===== config.mk =====
export PLATFORM = sky130hd
export DESIGN_NAME = reg_write_lock
export DESIGN_NICKNAME = d
export VERILOG_FILES = /design/src/rtl/reg_write_lock_pkg.sv /design/src/rtl/key_lock_fsm.sv /design/src/rtl/scratch_bank.sv /design/src/rtl/reg_write_lock.sv
export SDC_FILE = /design/constraint.sdc
export NUM_CORES = 1
export LEC_CHECK = 0
export BUFFER_PORTS_ARGS = -buffer_cell sky130_fd_sc_hd__buf_2
export CAP_MARGIN = 10
export CORE_ASPECT_RATIO = 0.7
export CORE_UTILIZATION = 49
export CTS_CLUSTER_DIAMETER = 80
export DETAILED_ROUTE_END_ITERATION = 8
export PLACE_DENSITY = 0.81
export REMOVE_ABC_BUFFERS = 1
export SYNTH_ARGS = -nofsm -noshare
export SYNTH_HDL_FRONTEND = slang
export SYNTH_SLANG_ARGS = --single-unit

===== constraint.sdc =====
create_clock -name clk -period 1.4 [get_ports clk]
set_input_delay 0 -clock clk [delete_from_list [all_inputs] [get_ports clk]]
set_output_delay 0 -clock clk [all_outputs]
set_load 0.01 [all_outputs]

===== src/rtl/reg_write_lock_pkg.sv =====
package reg_write_lock_pkg;

    typedef enum logic [1:0] {
        LK_NONE   = 2'b00,
        LK_FIRST  = 2'b01,
        LK_SECOND = 2'b10,
        LK_BOTH   = 2'b11
    } lock_state_t;

    localparam logic [31:0] DEF_KEY0_VAL = 32'h83E7_0B13;
    localparam logic [31:0] DEF_KEY1_VAL = 32'h95A4_F1E0;

endpackage


===== src/rtl/key_lock_fsm.sv =====
module key_lock_fsm
    import reg_write_lock_pkg::*;
#(
    parameter int          DATA_W   = 32,
    parameter logic [31:0] KEY0_VAL = DEF_KEY0_VAL,
    parameter logic [31:0] KEY1_VAL = DEF_KEY1_VAL
) (
    input  logic              clk,
    input  logic              rst_n,
    input  logic              wr_key0,
    input  logic              wr_key1,
    input  logic [DATA_W-1:0] wdata,
    output logic              open
);

    lock_state_t state_q, state_d;
    logic hit0, hit1, miss0, miss1;

    assign hit0  = wr_key0 && (wdata == DATA_W'(KEY0_VAL));
    assign hit1  = wr_key1 && (wdata == DATA_W'(KEY1_VAL));
    assign miss0 = wr_key0 && !hit0;
    assign miss1 = wr_key1 && !hit1;

    always_comb begin
        state_d = state_q;
        unique case (state_q)
            LK_NONE: begin
                if (hit0)      state_d = LK_FIRST;
                else if (hit1) state_d = LK_SECOND;
            end
            LK_FIRST: begin
                if (miss0)     state_d = LK_NONE;
                else if (hit1) state_d = LK_BOTH;
            end
            LK_SECOND: begin
                if (miss1)     state_d = LK_NONE;
                else if (hit0) state_d = LK_BOTH;
            end
            LK_BOTH: begin
                if (miss0)      state_d = LK_SECOND;
                else if (miss1) state_d = LK_FIRST;
            end
        endcase
    end

    always_ff @(posedge clk or negedge rst_n) begin
        if (!rst_n) state_q <= LK_NONE;
        else        state_q <= state_d;
    end

    always_comb begin
        open = (state_q == LK_BOTH);
    end

    AST_MISS_CLOSES: assert property (@(posedge clk) disable iff (!rst_n)
        (miss0 || miss1) |=> !open);
    AST_OPEN_NEEDS_KEY: assert property (@(posedge clk) disable iff (!rst_n)
        $rose(open) |-> $past(wr_key0 || wr_key1));
    AST_ONE_KEY_SHUT: assert property (@(posedge clk) disable iff (!rst_n)
        (!open && !(wr_key0 || wr_key1)) |=> !open);

endmodule


===== src/rtl/scratch_bank.sv =====
module scratch_bank #(
    parameter int DATA_W = 32,
    parameter int NUM_W  = 3,
    localparam int IDX_W = (NUM_W > 1) ? $clog2(NUM_W) : 1
) (
    input  logic              clk,
    input  logic              rst_n,
    input  logic              wr_en,
    input  logic [IDX_W-1:0]  wr_idx,
    input  logic [DATA_W-1:0] wdata,
    input  logic [IDX_W-1:0]  rd_idx,
    output logic [DATA_W-1:0] rdata
);

    logic [DATA_W-1:0] word_q [NUM_W];

    for (genvar g = 0; g < NUM_W; g++) begin : g_word
        always_ff @(posedge clk or negedge rst_n) begin
            if (!rst_n)
                word_q[g] <= '0;
            else if (wr_en && (wr_idx == IDX_W'(g)))
                word_q[g] <= wdata;
        end
    end

    always_comb begin
        rdata = '0;
        for (int i = 0; i < NUM_W; i++) begin
            if (rd_idx == IDX_W'(i)) rdata = word_q[i];
        end
    end

endmodule


===== src/rtl/reg_write_lock.sv =====
module reg_write_lock
    import reg_write_lock_pkg::*;
#(
    parameter int          ADDR_W    = 8,
    parameter int          DATA_W    = 32,
    parameter int          NUM_SCR   = 3,
    parameter logic [31:0] SCR_BASE  = 32'h60,
    parameter logic [31:0] KEY0_ADDR = 32'h6C,
    parameter logic [31:0] KEY1_ADDR = 32'h70,
    parameter logic [31:0] KEY0_VAL  = DEF_KEY0_VAL,
    parameter logic [31:0] KEY1_VAL  = DEF_KEY1_VAL
) (
    input  logic              clk,
    input  logic              rst_n,
    input  logic              bus_wr_en,
    input  logic [ADDR_W-1:0] bus_addr,
    input  logic [DATA_W-1:0] bus_wdata,
    output logic [DATA_W-1:0] bus_rdata,
    input  logic [DATA_W-1:0] periph_rdata,
    output logic              periph_wr_en,
    output logic              lock_open
);

    localparam int          IDX_W   = (NUM_SCR > 1) ? $clog2(NUM_SCR) : 1;
    localparam logic [31:0] SCR_END = SCR_BASE + 32'(4 * NUM_SCR);

    logic              is_key0, is_key1, is_scr;
    logic [31:0]       addr_ext, scr_off;
    logic [IDX_W-1:0]  scr_idx;
    logic [DATA_W-1:0] scr_rdata;
    logic              gate_open;

    assign addr_ext = 32'(bus_addr);
    assign scr_off  = addr_ext - SCR_BASE;
    assign is_key0  = (addr_ext == KEY0_ADDR);
    assign is_key1  = (addr_ext == KEY1_ADDR);
    assign is_scr   = (addr_ext >= SCR_BASE) && (addr_ext < SCR_END)
                      && (scr_off[1:0] == 2'b00);
    assign scr_idx  = scr_off[IDX_W+1:2];

    key_lock_fsm #(
        .DATA_W  (DATA_W),
        .KEY0_VAL(KEY0_VAL),
        .KEY1_VAL(KEY1_VAL)
    ) u_fsm (
        .clk    (clk),
        .rst_n  (rst_n),
        .wr_key0(bus_wr_en && is_key0),
        .wr_key1(bus_wr_en && is_key1),
        .wdata  (bus_wdata),
        .open   (gate_open)
    );

    scratch_bank #(
        .DATA_W(DATA_W),
        .NUM_W (NUM_SCR)
    ) u_scr (
        .clk   (clk),
        .rst_n (rst_n),
        .wr_en (bus_wr_en && is_scr && gate_open),
        .wr_idx(scr_idx),
        .wdata (bus_wdata),
        .rd_idx(scr_idx),
        .rdata (scr_rdata)
    );

    always_comb begin
        periph_wr_en = bus_wr_en && gate_open && !is_key0 && !is_key1 && !is_scr;
        lock_open    = gate_open;
        if (is_key0 || is_key1) bus_rdata = '0;
        else if (is_scr)        bus_rdata = scr_rdata;
        else                    bus_rdata = periph_rdata;
    end

    AST_STROBE_NEEDS_OPEN: assert property (@(posedge clk) disable iff (!rst_n)
        periph_wr_en |-> lock_open);
    AST_NO_KEY_STROBE: assert property (@(posedge clk) disable iff (!rst_n)
        (bus_wr_en && (is_key0 || is_key1)) |-> !periph_wr_en);
    AST_SCR_LOCKED_HOLD: assert property (@(posedge clk) disable iff (!rst_n)
        (bus_wr_en && is_scr && !lock_open) |=> $stable(scr_rdata));
    AST_KEY_READ_ZERO: assert property (@(posedge clk) disable iff (!rst_n)
        (is_key0 || is_key1) |-> (bus_rdata == '0));

endmodule


==> impl_results.md <==
* Status: finished with violations
* Failing checks: setup timing
* Post-Layout Cell Count at between 700 and 800
* Total power at just under 6 mW
* Slew Viols, Final at 0
* Max cap viols at 0
* CTS tree: done
* Synth area leader: dfrtp_1
* Main synth FF type: dfrtp_1
* Post-Syn Area per Cell at roughly 12 µm²
* DP Cell Count at 662
* Worst slew pin tran at 0.523 ns
* #FFs+latches synth at roughly 100
* Fin crit period at approximately 1.8 ns
* First-pass GRT wire length at roughly 22000 µm
* Vias per cell at roughly 5.8
* Iter 0 DRT Violations at between 300 and 400
* Peak VDD IR at 0.000740 V
* R2R Path End: u_scr.word_q[50]
* Rel. slew slack at 0.647
* Min-Delay Endpoint: u_scr.word_q[70]
* Max Root-Sink Buffers at 2
* Hold Crit Class: input port to flip-flop
* Initial antenna violation count at 0
* WS Path Type: input port to primary output
* CP required at between 1 and 1.5 ns
* WL final at ~15000 µm
* Post-route ant nets at 0
* Most common cell in the netlist: dfrtp_1
* Largest net degree at the start of global routing at 99
* Seq/Total Area, Yosys at 0.493
* HPWL Detailed at ~8300 µm
* Crit path from: bus_addr[7]
* CORE AREA at between 0.009 and 0.01 mm²
* Area growth syn-to-layout at 39.4%
* Cell Pwr Density at roughly 850 mW/mm²
* Reg2Reg Depth at 5
* Vias at around 4200
* Post-placement cell area at between 0.005 and 0.006 mm²
* CP Launch Type: input port
* Worst Hold Launch: bus_wdata[6]
* Count of flip-flops with a built-in enable after synthesis at 0
* GRT Overall Usage at 0.272
* Final setup violation count at approximately 130
* Distinct cells, synth at 37
* Clock root buffer: clkbuf_16
* Warnings from Yosys at 0
* Core Util, Final at 0.710
* Fin nets at around 670
* Crit. End Element: primary output
* Mapped Cells at around 420
* Worst setup margin at -0.388 ns
* WL per Instance at 20.9 µm
* Async SR Flop Fraction at 1.00
* Gr ovfl total at 0
* Diode count at 0
* Clock transition at path regs at approximately 0.060 ns
* Worst EP arrival at approximately 1.8 ns
* Initial DRT Pass Iterations at 4
* Crit path max fanout at 11
* Post-synth top area share at 0.493
* Skew-Pair Late Insertion Delay at between 0.3 and 0.4 ns
* Vias in the first global route at about 4200
* CTS Sinks at between 90 and 100
* Max Clock Skew at between 0.008 and 0.009 ns
* Part of the cycle the worst path needs at 1.28
* Mapped cell area at 0.00497 mm²
* Leak at about 3.4 nW
* Final RePlAce weighted congestion at between 0.7 and 0.8
* H-tree depth at 3
* Design Area, Final at between 0.006 and 0.007 mm²
* IO Count at 109
* # port buffers at 108
* Die area at roughly 0.011 mm²
* Die height at between 80 and 90 µm
* Ranking of synthesized cells by area: dfrtp_1 (49%), mux2_2 (22%), mux2i_1 (6.4%), nor2_1 (4.4%), a211oi_1 (3.9%)
* TritonCTS Buffers at 9
* Detailed-route DRC error count at 0
* R2r startpoint: u_fsm.state_q[0]
* Initial core utilization at 0.509
* Worst Hold Depth at 2
* R2R Setup Slk at -0.35 ns
* Final TNS setup at -38.92 ns
* RSZ-0062 raised after global routing: yes
* Post-synth top cells: dfrtp_1 (98), mux2_2 (95), nor2_1 (58)
* Std cell rows at 30
* Share of layout cells above drive strength 1 at 0.488
* DIE WIDTH at 122 µm
* Fmax at ~560 MHz
* Final Hold Vio Count at 0
-- cells by family (layout without fill, tap and decap cells) --
family | Yosys count | after routing | synth area share
multiplexers | 130 | 130 | 0.287
flip-flops | 98 | 98 | 0.493
AO/OA/AOI/OAI | 67 | 67 | 0.0879
AND/OR/NAND/NOR | 98 | 98 | 0.0979
buffers and inverters | 31 | 201 | 0.0342
-- registers in the layout, indices dropped and copies added (netlist names) --
name	flops
u_fsm.state_q	2
u_scr.word_q	96
-- layout by cell type (no fill, tap or decap), types with 6 or more instances in the layout --
master,synthesis,final
buf_2,13,104
dfrtp_1,98,98
mux2_2,95,64
nor2_1,58,54
mux2_4,0,33
dlygate4sd3_1,0,33
mux2i_1,32,32
a21oi_1,26,26
buf_4,4,24
a211oi_1,26,16
clkbuf_16,0,12
buf_6,3,12
a211oi_2,1,10
nand2_1,9,9
buf_12,0,8
o21ai_0,6,6
a22o_1,6,6
-- area by class of cell --
type / instances / area, µm²
fill: 667 / 2830
clock buffer: 13 / 280
multi-input combinational: 295 / 2590
timing repair buffer: 186 / 1430
inverter: 1 / 3.75
sequential: 98 / 2450
tap: 128 / 160
clock inverter: 1 / 8.76
-- stage by stage --
stage,hold slack [ns],setup WS [ns]
5_1_grt,0.0119,-0.420
6_report,0.0110,-0.388
4_1_cts,0.0105,-0.329
3_5_place_dp,0.100,-0.509
2_1_floorplan,-0.296,-1.47
3_3_place_gp,0.0882,-0.479
-- per-layer routing --
metal | track usage | vias up | part of all wire
li1 | - | 1876 | -
met3 | 0.0592 | 20 | 0.060
met2 | 0.460 | 165 | 0.48
met4 | 0.0765 | 0 | 0.011
met1 | 0.354 | 2136 | 0.44
met5 | 0 | - | 0
-- power breakdown --
group | internal, mW | total, mW | switching, mW
logic | 0.295 | 0.640 | 0.344
registers | 2.83 | 2.83 | 0.00000000000275
clock network | 1.38 | 2.40 | 1.02
-- critical path, cell delays in order --
cell      delay [ns]
buf_6           0.09
or4b_4          0.54
buf_6           0.15
or2_4           0.24
buf_6           0.12
a21oi_4         0.15
buf_6           0.14
buf_12          0.15
a211oi_1        0.06
buf_2           0.15
-- worst max-delay path by stage --
stage	end	slack, ns	cells after the start
2_1_floorplan	bus_rdata[0]	-1.47	4
3_3_place_gp	u_scr.word_q[58]	-0.48	6
3_5_place_dp	u_scr.word_q[50]	-0.51	6
4_1_cts	bus_rdata[13]	-0.33	10
5_1_grt	bus_rdata[0]	-0.42	9
6_report	bus_rdata[19]	-0.39	10
-- timing repair --
item | CTS | global route
gates resized for setup | 17 | 57
cloned | 2 | 5
endpoints found under the hold margin | 192 | 0
setup endpoints to repair | 130 | 131
hold buffers | 33 | 0
pin swaps | 6 | 10
setup buffers | 8 | 1
Power figures use the tool's default switching activity.
